$ cat src/rtl/txq_pkg.sv
package txq_pkg;
  localparam int unsigned BUS_W  = 32;
  localparam int unsigned ADDR_W = 3;

  localparam logic [ADDR_W-1:0] RA_PUSH1  = 3'd0;
  localparam logic [ADDR_W-1:0] RA_PUSH2  = 3'd1;
  localparam logic [ADDR_W-1:0] RA_PUSH4  = 3'd2;
  localparam logic [ADDR_W-1:0] RA_LEVEL  = 3'd3;
  localparam logic [ADDR_W-1:0] RA_STATUS = 3'd4;
  localparam logic [ADDR_W-1:0] RA_CTRL   = 3'd5;

  localparam int unsigned ST_PEND = 0;
  localparam int unsigned ST_OVF  = 1;
  localparam int unsigned CT_EN   = 0;

  typedef struct packed {
    logic clr_pend;
    logic clr_ovf;
    logic en_we;
    logic en_val;
  } ctl_wr_t;
endpackage

$ cat src/rtl/txq_reg_decode.sv
module txq_reg_decode
  import txq_pkg::*;
#(
  parameter int unsigned MAXB = 4,
  localparam int unsigned LW = $clog2(MAXB + 1)
) (
  input  logic              wr_en,
  input  logic [ADDR_W-1:0] addr,
  input  logic [BUS_W-1:0]  wr_data,
  output logic              push_req,
  output logic [LW-1:0]     push_len,
  output ctl_wr_t           ctl
);
  always_comb begin
    push_req = 1'b0;
    push_len = '0;
    ctl      = '0;
    if (wr_en) begin
      unique case (addr)
        RA_PUSH1: begin push_req = 1'b1; push_len = LW'(1); end
        RA_PUSH2: begin push_req = 1'b1; push_len = LW'(2); end
        RA_PUSH4: begin push_req = 1'b1; push_len = LW'(4); end
        RA_STATUS: begin
          ctl.clr_pend = wr_data[ST_PEND];
          ctl.clr_ovf  = wr_data[ST_OVF];
        end
        RA_CTRL: begin
          ctl.en_we  = 1'b1;
          ctl.en_val = wr_data[CT_EN];
        end
        default: ;
      endcase
    end
  end
endmodule

$ cat src/rtl/txq_byte_ring.sv
module txq_byte_ring #(
  parameter int unsigned DEPTH = 16,
  parameter int unsigned MAXB  = 4,
  localparam int unsigned PW = $clog2(DEPTH),
  localparam int unsigned CW = $clog2(DEPTH + 1),
  localparam int unsigned LW = $clog2(MAXB + 1),
  localparam int unsigned SW = $clog2(MAXB)
) (
  input  logic              clk,
  input  logic              rst,
  input  logic              push_req,
  input  logic [LW-1:0]     push_len,
  input  logic [8*MAXB-1:0] push_data,
  input  logic              pop_ready,
  output logic              out_valid,
  output logic [7:0]        out_data,
  output logic [CW-1:0]     level,
  output logic              accept,
  output logic              reject,
  output logic              drained
);
  logic [7:0]    mem [DEPTH];
  logic [PW-1:0] wptr, rptr;
  logic [CW-1:0] cnt;
  logic [CW-1:0] free_slots;
  logic          fits, pop;

  assign free_slots = CW'(DEPTH) - cnt;
  assign fits       = CW'(push_len) <= free_slots;
  assign accept     = push_req && fits;
  assign reject     = push_req && !fits;
  assign out_valid  = cnt != '0;
  assign pop        = out_valid && pop_ready;
  assign drained    = pop && (cnt == CW'(1)) && !accept;
  assign out_data   = mem[rptr];
  assign level      = cnt;

  for (genvar i = 0; i < DEPTH; i++) begin : g_slot
    logic [PW-1:0] off;
    logic [SW-1:0] sel;
    logic          hit;
    assign off = PW'(i) - wptr;
    assign sel = off[SW-1:0];
    assign hit = accept && ({{(32-PW){1'b0}}, off} < {{(32-LW){1'b0}}, push_len});
    always_ff @(posedge clk) begin
      if (hit) mem[i] <= push_data[{sel, 3'b000} +: 8];
    end
  end

  always_ff @(posedge clk) begin
    if (rst) begin
      wptr <= '0;
      rptr <= '0;
      cnt  <= '0;
    end else begin
      if (accept) wptr <= wptr + PW'(push_len);
      if (pop)    rptr <= rptr + PW'(1);
      cnt <= cnt + (accept ? CW'(push_len) : CW'(0)) - (pop ? CW'(1) : CW'(0));
    end
  end
endmodule

$ cat src/rtl/txq_irq_ctrl.sv
module txq_irq_ctrl
  import txq_pkg::*;
(
  input  logic    clk,
  input  logic    rst,
  input  logic    drained,
  input  logic    reject,
  input  ctl_wr_t ctl,
  output logic    pend,
  output logic    ovf,
  output logic    en,
  output logic    irq
);
  logic pend_nx, ovf_nx, en_nx;

  always_comb begin
    pend_nx = drained ? 1'b1 : (ctl.clr_pend ? 1'b0 : pend);
    ovf_nx  = reject  ? 1'b1 : (ctl.clr_ovf  ? 1'b0 : ovf);
    en_nx   = ctl.en_we ? ctl.en_val : en;
  end

  always_ff @(posedge clk) begin
    if (rst) begin
      pend <= 1'b0;
      ovf  <= 1'b0;
      en   <= 1'b0;
      irq  <= 1'b0;
    end else begin
      pend <= pend_nx;
      ovf  <= ovf_nx;
      en   <= en_nx;
      irq  <= pend_nx && en_nx;
    end
  end
endmodule

$ cat src/rtl/txq_top.sv
module txq_top
  import txq_pkg::*;
#(
  parameter int unsigned DEPTH = 16,
  localparam int unsigned MAXB = BUS_W / 8,
  localparam int unsigned CW = $clog2(DEPTH + 1),
  localparam int unsigned LW = $clog2(MAXB + 1)
) (
  input  logic              clk,
  input  logic              rst,
  input  logic              wr_en,
  input  logic              rd_en,
  input  logic [ADDR_W-1:0] addr,
  input  logic [BUS_W-1:0]  wr_data,
  output logic [BUS_W-1:0]  rd_data,
  output logic              out_valid,
  input  logic              out_ready,
  output logic [7:0]        out_data,
  output logic              irq
);
  logic          push_req, accept, reject, drained;
  logic [LW-1:0] push_len;
  ctl_wr_t       ctl;
  logic [CW-1:0] level_q;
  logic          pend_q, ovf_q, en_q;

  txq_reg_decode #(.MAXB(MAXB)) u_dec (
    .wr_en    (wr_en),
    .addr     (addr),
    .wr_data  (wr_data),
    .push_req (push_req),
    .push_len (push_len),
    .ctl      (ctl)
  );

  txq_byte_ring #(.DEPTH(DEPTH), .MAXB(MAXB)) u_ring (
    .clk       (clk),
    .rst       (rst),
    .push_req  (push_req),
    .push_len  (push_len),
    .push_data (wr_data),
    .pop_ready (out_ready),
    .out_valid (out_valid),
    .out_data  (out_data),
    .level     (level_q),
    .accept    (accept),
    .reject    (reject),
    .drained   (drained)
  );

  txq_irq_ctrl u_irq (
    .clk     (clk),
    .rst     (rst),
    .drained (drained),
    .reject  (reject),
    .ctl     (ctl),
    .pend    (pend_q),
    .ovf     (ovf_q),
    .en      (en_q),
    .irq     (irq)
  );

  logic [BUS_W-1:0] rd_mux;
  always_comb begin
    rd_mux = '0;
    unique case (addr)
      RA_LEVEL:  rd_mux = BUS_W'(level_q);
      RA_STATUS: begin
        rd_mux[ST_PEND] = pend_q;
        rd_mux[ST_OVF]  = ovf_q;
      end
      RA_CTRL:   rd_mux[CT_EN] = en_q;
      default: ;
    endcase
  end

  always_ff @(posedge clk) begin
    if (rst)        rd_data <= '0;
    else if (rd_en) rd_data <= rd_mux;
  end

  logic unused_accept;
  assign unused_accept = accept;
endmodule

$ cat config.mk
export PLATFORM = sky130hd
export DESIGN_NAME = txq_top
export DESIGN_NICKNAME = d
export VERILOG_FILES = /design/src/rtl/txq_pkg.sv /design/src/rtl/txq_reg_decode.sv /design/src/rtl/txq_byte_ring.sv /design/src/rtl/txq_irq_ctrl.sv /design/src/rtl/txq_top.sv
export SDC_FILE = /design/constraint.sdc
export NUM_CORES = 1
export LEC_CHECK = 0
export BUFFER_PORTS_ARGS = -buffer_cell sky130_fd_sc_hd__buf_2
export CORE_ASPECT_RATIO = 0.9
export CORE_MARGIN = 5
export CORE_UTILIZATION = 55
export DETAILED_ROUTE_END_ITERATION = 7
export GPL_ROUTABILITY_DRIVEN = 0
export GPL_TIMING_DRIVEN = 0
export PLACE_DENSITY = 0.85
export SYNTH_ARGS = -nofsm -noshare
export SYNTH_HDL_FRONTEND = slang
export SYNTH_SLANG_ARGS = --single-unit
$ cat constraint.sdc
create_clock -name clk -period 13.39 [get_ports clk]
set_input_delay 2.0085 -clock clk [delete_from_list [all_inputs] [get_ports clk]]
set_output_delay 2.0085 -clock clk [all_outputs]
set_load 0.03 [all_outputs]
== Word level (Yosys, flattened, before mapping) ==
Memories as Yosys holds them, arrays and structs flattened. A register that Yosys moved wholly into a read port is not among the register bits.
Index checks and enable logic that the tools add are counted.
Storage, ports and cells
  bits in writable memories: 128
  memories kept: 1
  register bits: 49
  logic and storage cells: 196
  bits of input ports: 40
  output and inout bits: 42
Memory list
  u_ring.mem: depth 16, width 8, rd ports 1, clocked after memory_dff 1, write ports 4, line txq_byte_ring.sv:22  | logic [7:0] mem [DEPTH];
Operators by class
  shift operators: 16
  $add $sub $neg: 21
  reduce and logical (&&, ||, !) cells: 40
  $lt $le $gt $ge: 17
  equality and inequality tests: 6
  muxes and demuxes: 87
Operators by type and width (count)
  32-bit by 6-bit indexed part select with 8-bit output: 16
  8-bit two-way mux: 12
  8-bit OR reduction: 12
  4-bit by 3-bit < comparator with 1-bit output: 16
  4-bit two-way mux: 15
  1-bit two-way mux: 52
  4-bit subtractor, first input constant: 8
  1-bit logical AND: 22
  3-bit by 4-bit subtractor with 4-bit output, first input constant: 4
  3-bit two-way mux: 3
  3-bit case mux with 3 select lines: 1
  1-bit by 4-bit subtractor with 4-bit output, first input constant: 2
  2-bit by 4-bit subtractor with 4-bit output, first input constant: 2
  3-bit by 2-bit == test with 1-bit output, second input constant: 2
  3-bit == test, second input constant: 2
  5-bit adder: 1
  5-bit by 1-bit == test with 1-bit output, second input constant: 1
  3-bit by 5-bit <= comparator with 1-bit output: 1
  5-bit nonzero test: 1
  5-bit subtractor: 1
  5-bit subtractor, first input constant: 1
  4-bit by 1-bit adder with 4-bit output, second input constant: 1
  4-bit by 3-bit adder with 4-bit output: 1
  2-bit two-way mux: 2
  7 further kinds: 8

== Logic depth before layout (Yosys ltp) ==
Gate-level depths: netlist (run 1).
  depth in word-level cells: 12
  gate-level depth with buffers: 15

== Modules after synthesis ==
From an unflattened synthesis (run 1), not the netlist that was laid out.
Second synthesis, totals
  cell total of the unflattened synthesis: 478
  area total of the unflattened synthesis: 7935.1 sq um
By module, submodules not included
  txq_byte_ring: cells an instance 400, area an instance 7293.2 sq um, times used 1, seq. area each 4184.0 sq um
  txq_top: cells an instance 53, area an instance 435.4 sq um, times used 1, seq. area each 100.1 sq um
  txq_irq_ctrl: cells an instance 13, area an instance 136.4 sq um, times used 1, seq. area each 80.1 sq um
  txq_reg_decode: cells an instance 12, area an instance 70.1 sq um, times used 1, seq. area each 0.0 sq um

== Worst setup path before layout (run 1) ==
OpenSTA, ideal clock, no wires.
  path kind: in2reg
  start: in addr[2]
  end: mem u_ring.mem[4][0], enable pin
  path slack: 7.754 ns
  arrival time: 5.217 ns
  data required time: 12.971 ns
  setup time: 0.419 ns
  stages: 7
  cells stage by stage: nand2b_1 > nor3_1 > ha_1 > a211oi_1 > o41ai_4 > buf_4 > a2111oi_0
RTL lines
  from (decl): line txq_top.sv:13  | input logic [ADDR_W-1:0] addr,
  to (decl): line txq_byte_ring.sv:22

==> impl_results.md, run 1 <==
- Slew Limit Fails: 0
- Post-Syn Instances: 470
- Met1 usage: 0.299
- Synthesis warning total: 0
- Die Y-Extent: 124 um
- Fin Setup TNS: 0 ps
- Clk_lat worst skew: 420 ps
- Placed inst area: 0.00869 mm^2
- Critical path class: flip-flop to flip-flop
- Grt peak-use layer: met2
- Io pins: 82
- # fillers: 990
- Input/output buffers: 53
- Reg area: 0.00436 mm^2
- # H-tree levels: 4
- Antenna violations before repair: 2
- Std cell rows: 41
- Most common cell after layout, fill and taps aside: edfxtp_1
- R2r startpoint: u_ring.wptr[1]
- Setup crit end kind: flip-flop
- Final Hold Viols: 0
- WL final: 18.9 mm
- Unrepaired setup endpoints after global routing: false
- Syn_area_per_cell: 16.8 um^2
- CTS buffer count: 17
- Hold WC Path Type: flip-flop to flip-flop
- Max-slew headroom: 0.284
- Final Critical Period: 5670 ps
- Global Route Usage Sum: 0.240
- Ratio of total power to cell area: 156 mW/mm^2
- R2r endpoint: u_ring.mem[2][5]
- Register-to-register setup slack: 7720 ps
- Worst-path fanout max: 10
- Routed length per instance: 24.0 um
- Diodes inserted: 0
- WP buf/inv: 7
- Die outline width: 136 um
- Mapped cell area: 0.00789 mm^2
- WP depth: 11
- Residual DRC: 0
- Worst EP required: 13510 ps
- Global-route wire length before repair: 28.8 mm
- Clk slew on worst S/H paths: 60 ps
- Die Footprint: 0.0168 mm^2
- Part of the cycle the worst path needs: 0.424
- Critical Path End: u_ring.mem[2][5]
- Area delta synth->final: 17.3%
- Total power: 1.45 mW
- CTS tree: yes
- Yosys reg bits: 154
- Critical Path Max Stage Delay: 820 ps
- Vias: 4758
- Fmax: 0.176 GHz
- Via density: 6.04
- GRT met3 Usage: 0.0638
- Antenna Nets Post-Route: 0
- Status: finished clean
- Initial drt markers: 470
- CP Cell Sequence: buf_2 -> clkbuf_1 -> inv_1 -> ha_1 -> clkbuf_1 -> buf_1 -> inv_1 -> ha_1 -> a21o_1 -> a2111oi_2 -> buf_4
- Share of layout cells above drive strength 1: 0.328
- Hpwl dp: 13.7 mm
- Reg2Reg Depth: 11
- Overflow after GRT: 0
- Pleak: 3.40 nW
- Vias in the first global route: 4989
- Number of synthesized flops with an enable pin: 128
- Ys async rst share: 0
- Worst path top cell family by delay: buffers and inverters
- CTS Root Cell: clkbuf_16
- Final instance area: 0.00925 mm^2
- Post-CTS Resized: 0
- Nets: 663
- Seq/Total Area, Yosys: 0.553
- Critical path arrival: 5800 ps
- Largest net degree at the start of global routing: 17
- Final core utilization: 0.658
- Drt first pass iters: 4
- Final setup fails: 0
- Setup crit start: u_ring.wptr[1]
- # Max-Cap Violations: 0
- Worst Skew: 7.07 ps
- Top FF cell, synth: edfxtp_1
- Max VDD drop: 167 uV
- Post-cts hold buffer count: 0
- Initial Util: 0.561
- Startpoint types: flip-flop
- Synth unique cells: 42
- Multi-input logic area: 0.00325 mm^2
- CP max-delay cell: a2111oi_2
- Core box area: 0.0141 mm^2
- GR Util met2: 0.399
- Clock Tree Buf Depth: 2
- Least-Margin Pin Slew: 1070 ps
- Post-CTS setup buffers: 0
- Most frequent cells in the layout: 128 x edfxtp_1, 59 x buf_2, 44 x mux4_2, 42 x buf_4, 37 x ha_1
- CTS sink cnt: 154
==> layout make-up <==
type	instances	share of cell area
Buffer	51	0.0368
Clock buffer	20	0.0472
Clock inverter	11	0.0134
Inverter	31	0.0126
Multi-Input combinational cell	260	0.351
Sequential cell	154	0.472
Tap cell	193	0.0261
Timing Repair Buffer	68	0.0410
==> routing by layer <==
layer,routed length [um],part of all wire,vias to the layer above
met5,21,0.0011,-
met3,1620,0.085,59
met2,9560,0.51,259
li1,-,-,2058
met1,7050,0.37,2378
met4,685,0.036,4
==> kinds of logic (layout without fill, tap and decap cells) <==
family | count (synthesis) | in the layout | share of synthesized area
DFF | 154 | 154 | 0.553
buffers and inverters | 82 | 181 | 0.0579
muxes | 76 | 76 | 0.224
and+or+nand+nor | 61 | 61 | 0.0427
adders and majority gates | 40 | 40 | 0.0663
AOI/OAI and AO/OA | 38 | 38 | 0.0355
xor gates and xnor gates | 18 | 18 | 0.0200
other | 1 | 27 | 0.000475
==> power breakdown <==
| part | internal, mW | total [mW] | switching, mW | leakage [nW] |
|---|---|---|---|---|
| Clock | 0.273 | 0.457 | 0.185 | 0.268 |
| Combinational | 0.191 | 0.423 | 0.232 | 1.76 |
| Sequential | 0.547 | 0.566 | 0.0194 | 1.37 |
| Total | 1.01 | 1.45 | 0.436 | 3.40 |
==> cell usage after synthesis (8+ instances only) <==
cell type | number | area share
mux4_1 | 28 | 0.093
dfxtp_1 | 26 | 0.066
clkbuf_1 | 8 | 0.0038
a21oi_1 | 13 | 0.0082
inv_1 | 31 | 0.015
edfxtp_1 | 128 | 0.49
buf_4 | 29 | 0.028
ha_1 | 37 | 0.059
nor2_1 | 17 | 0.0081
xnor2_1 | 11 | 0.012
a2111oi_0 | 8 | 0.0089
mux4_2 | 44 | 0.13
==> flip-flops by register name (all words and copies together) (netlist names), named ones only <==
register and count:
u_irq.irq 1, u_ring.mem 128, u_irq.ovf 1, rd_data 5, u_ring.wptr 4, u_irq.en 1
u_irq.pend 1, u_ring.level 5, u_ring.rptr 4
==> worst min-delay path by stage <==
stage,from,endpoint,slack [ps],depth (start not counted)
4_1_cts,rd_data[4],rd_data[4],480,2
3_3_place_gp,rd_data[4],rd_data[4],450,2
3_5_place_dp,rd_data[4],rd_data[4],460,2
5_1_grt,rd_data[3],rd_data[3],500,2
6_report,rd_data[3],rd_data[3],480,2
2_1_floorplan,u_irq.ovf,u_irq.ovf,460,2
==> worst register-to-register path: cells and delay by family, from the launching register on <==
family | cells | cell delay, ps
flops | 1 | 490
compound gates | 2 | 1070
buf+inv | 7 | 3120
fa+ha+maj | 2 | 700
==> per-stage QoR <==
| stage | hold WS (ps) | instances | worst slack [ps] |
|---|---|---|---|
| 2_1_floorplan | 465 | 496 | 7750 |
| 3_3_place_gp | 455 | 742 | 5690 |
| 3_5_place_dp | 465 | 757 | 7610 |
| 4_1_cts | 479 | 788 | 7780 |
| 5_1_grt | 500 | 788 | 7540 |
| 6_report | 476 | 788 | 7720 |
(Power assumes the default switching activity.)
==> inputs of run 2 (changes only) <==
==> constraint.sdc (replaced) <==
create_clock -name clk -period 5.75 [get_ports clk]
set_input_delay 0.8625 -clock clk [delete_from_list [all_inputs] [get_ports clk]]
set_output_delay 0.8625 -clock clk [all_outputs]
set_load 0.03 [all_outputs]
==> run 2 against run 1 <==
Against the previous run: worst setup slack lost 6900 ps; highest routed layer unchanged; power grew 130%; sequential share of layout area barely moved; sequential power is 130% higher.
==> impl_results.md, run 2 (same netlist as run 1, synthesis figures left out) <==
- Status: finished clean (unchanged)
- Std cell rows: 41 (unchanged)
- Part of the cycle the worst path needs: 0.863 (was 0.424)
- Input/output buffers: 53 (unchanged)
- Critical path class: flip-flop to flip-flop (unchanged)
- Worst EP required: 5880 ps (was 13510 ps)
- CTS tree: yes (unchanged)
- Global Route Usage Sum: 0.240 (unchanged)
- Critical Path End: u_ring.mem[2][5] (unchanged)
- CP Cell Sequence: buf_2 -> inv_1 -> ha_1 -> clkbuf_1 -> buf_1 -> inv_1 -> ha_1 -> a21o_1 -> a2111oi_2 -> buf_4 (was buf_2 -> clkbuf_1 -> inv_1 -> ha_1 -> clkbuf_1 -> buf_1 -> inv_1 -> ha_1 -> a21o_1 -> a2111oi_2 -> buf_4)
- Unrepaired setup endpoints after global routing: false (unchanged)
- CTS buffer count: 17 (unchanged)
- Antenna violations before repair: 2 (unchanged)
- Max-slew headroom: 0.298 (was 0.284)
- Area delta synth->final: 17.2% (was 17.3%)
- Drt first pass iters: 4 (unchanged)
- Diodes inserted: 0 (unchanged)
- Critical Path Max Stage Delay: 810 ps (was 820 ps)
- Critical path arrival: 5090 ps (was 5800 ps)
- Fin Setup TNS: 0 ps (unchanged)
- Core box area: 0.0141 mm^2 (unchanged)
- WL final: 18.7 mm (was 18.9 mm)
- Initial drt markers: 465 (was 470)
- # H-tree levels: 4 (unchanged)
- Register-to-register setup slack: 790 ps (was 7720 ps)
- Routed length per instance: 23.7 um (was 24.0 um)
- # fillers: 992 (was 990)
- Io pins: 82 (unchanged)
- Setup crit end kind: flip-flop (unchanged)
- Vias in the first global route: 4989 (unchanged)
- Least-Margin Pin Slew: 1050 ps (was 1070 ps)
- Worst Skew: 8.17 ps (was 7.07 ps)
- Post-CTS setup buffers: 0 (unchanged)
- R2r startpoint: u_ring.wptr[1] (unchanged)
- Slew Limit Fails: 0 (unchanged)
- Biggest register: u_ring.mem (unchanged)
- Clk_lat worst skew: 430 ps (was 420 ps)
- Placed inst area: 0.00869 mm^2 (unchanged)
- Most common cell after layout, fill and taps aside: edfxtp_1 (unchanged)
- CP max-delay cell: a2111oi_2 (unchanged)
- R2r endpoint: u_ring.mem[2][5] (unchanged)
- Die Y-Extent: 124 um (unchanged)
- Max VDD drop: 389 uV (was 167 uV)
- Pleak: 3.39 nW (was 3.40 nW)
- Nets: 662 (was 663)
- Max reg flops: 128 (unchanged)
- Reg2Reg Depth: 10 (was 11)
- Total power: 3.37 mW (was 1.45 mW)
- Final core utilization: 0.658 (about the same)
- Ratio of total power to cell area: 364 mW/mm^2 (was 156 mW/mm^2)
- Setup WS pre-CTS: 154 ps (was 7610 ps)
- Final Hold Viols: 0 (unchanged)
- CTS sink cnt: 154 (unchanged)
- Die Footprint: 0.0168 mm^2 (unchanged)
- Hpwl dp: 13.7 mm (unchanged)
- Hold WC Path Type: flip-flop to flip-flop (unchanged)
- Most frequent cells in the layout: 128 x edfxtp_1, 59 x buf_2, 44 x mux4_2, 42 x buf_4, 37 x ha_1 (unchanged)
- Worst-path fanout max: 18 (was 10)
- Antenna Nets Post-Route: 0 (unchanged)
- Share of layout cells above drive strength 1: 0.328 (about the same)
- Setup crit start: u_ring.wptr[1] (unchanged)
- Global-route wire length before repair: 28.8 mm (unchanged)
- Vias: 4680 (was 4758)
- Clk slew on worst S/H paths: 60 ps (about the same)
- Initial Util: 0.561 (unchanged)
- Final worst slack: 788 ps (was 7720 ps)
- Startpoint types: flip-flop (unchanged)
- Final Critical Period: 4960 ps (was 5670 ps)
- Largest net degree at the start of global routing: 17 (unchanged)
- Final instance area: 0.00925 mm^2 (about the same)
- Fmax: 0.202 GHz (was 0.176 GHz)
- Residual DRC: 0 (unchanged)
- Via density: 5.95 (was 6.04)
- # Max-Cap Violations: 0 (unchanged)
- Worst hold start: rd_data[4] (was rd_data[3])
- Overflow after GRT: 0 (unchanged)
- Final setup fails: 0 (unchanged)
- Post-CTS Resized: 0 (unchanged)
- Post-cts hold buffer count: 0 (unchanged)
- Die outline width: 136 um (unchanged)
- CTS Root Cell: clkbuf_16 (unchanged)
- Clock Tree Buf Depth: 2 (unchanged)
## run 2: report_power, final
group / switching (mW) / internal, mW / total (mW)
combinational: 0.540 / 0.444 / 0.984
clock: 0.429 / 0.635 / 1.06
sequential: 0.0451 / 1.27 / 1.32
## run 2: worst min-delay path by stage
stage / end / slack, ps / cells past startpoint
6_report: rd_data[4] / 480 / 2
4_1_cts: rd_data[4] / 480 / 2
3_5_place_dp: rd_data[4] / 460 / 2
5_1_grt: rd_data[3] / 500 / 2
2_1_floorplan: u_irq.ovf / 460 / 2
3_3_place_gp: rd_data[4] / 450 / 2
## run 2: final cells by class
type                       count  area, um^2  share of cell area
clock inverter                11         124              0.0134
multi-input combinational    260        3250               0.352
clock buffer                  20         437              0.0472
timing repair buffer          68         379              0.0410
tap                          193         241              0.0261
buffer                        50         337              0.0364
sequential                   154        4360               0.472
inverter                      31         116              0.0126
## run 2: per-stage QoR
step           hold WS [ps]  cells
6_report                477    787
3_3_place_gp            455    742
5_1_grt                 500    787
3_5_place_dp            465    757
4_1_cts                 479    788
2_1_floorplan           465    496
## run 2: critical path: cells and delay by family, from the launching register on
family                   cells  cell delay [ps]
AO/OA/AOI/OAI                2             1060
flip-flops                   1              490
adder cells (fa/ha/maj)      2              670
buffers and inverters        6             2430
## run 2: metal layers
metal	up-vias	GRT usage	routed length, um	part of all wire
met2	211	0.399	9600	0.51
met4	4	0.108	500	0.027
met1	2365	0.299	7080	0.38
met5	-	0	21	0.0011
li1	2057	-	-	-
met3	43	0.0638	1460	0.078
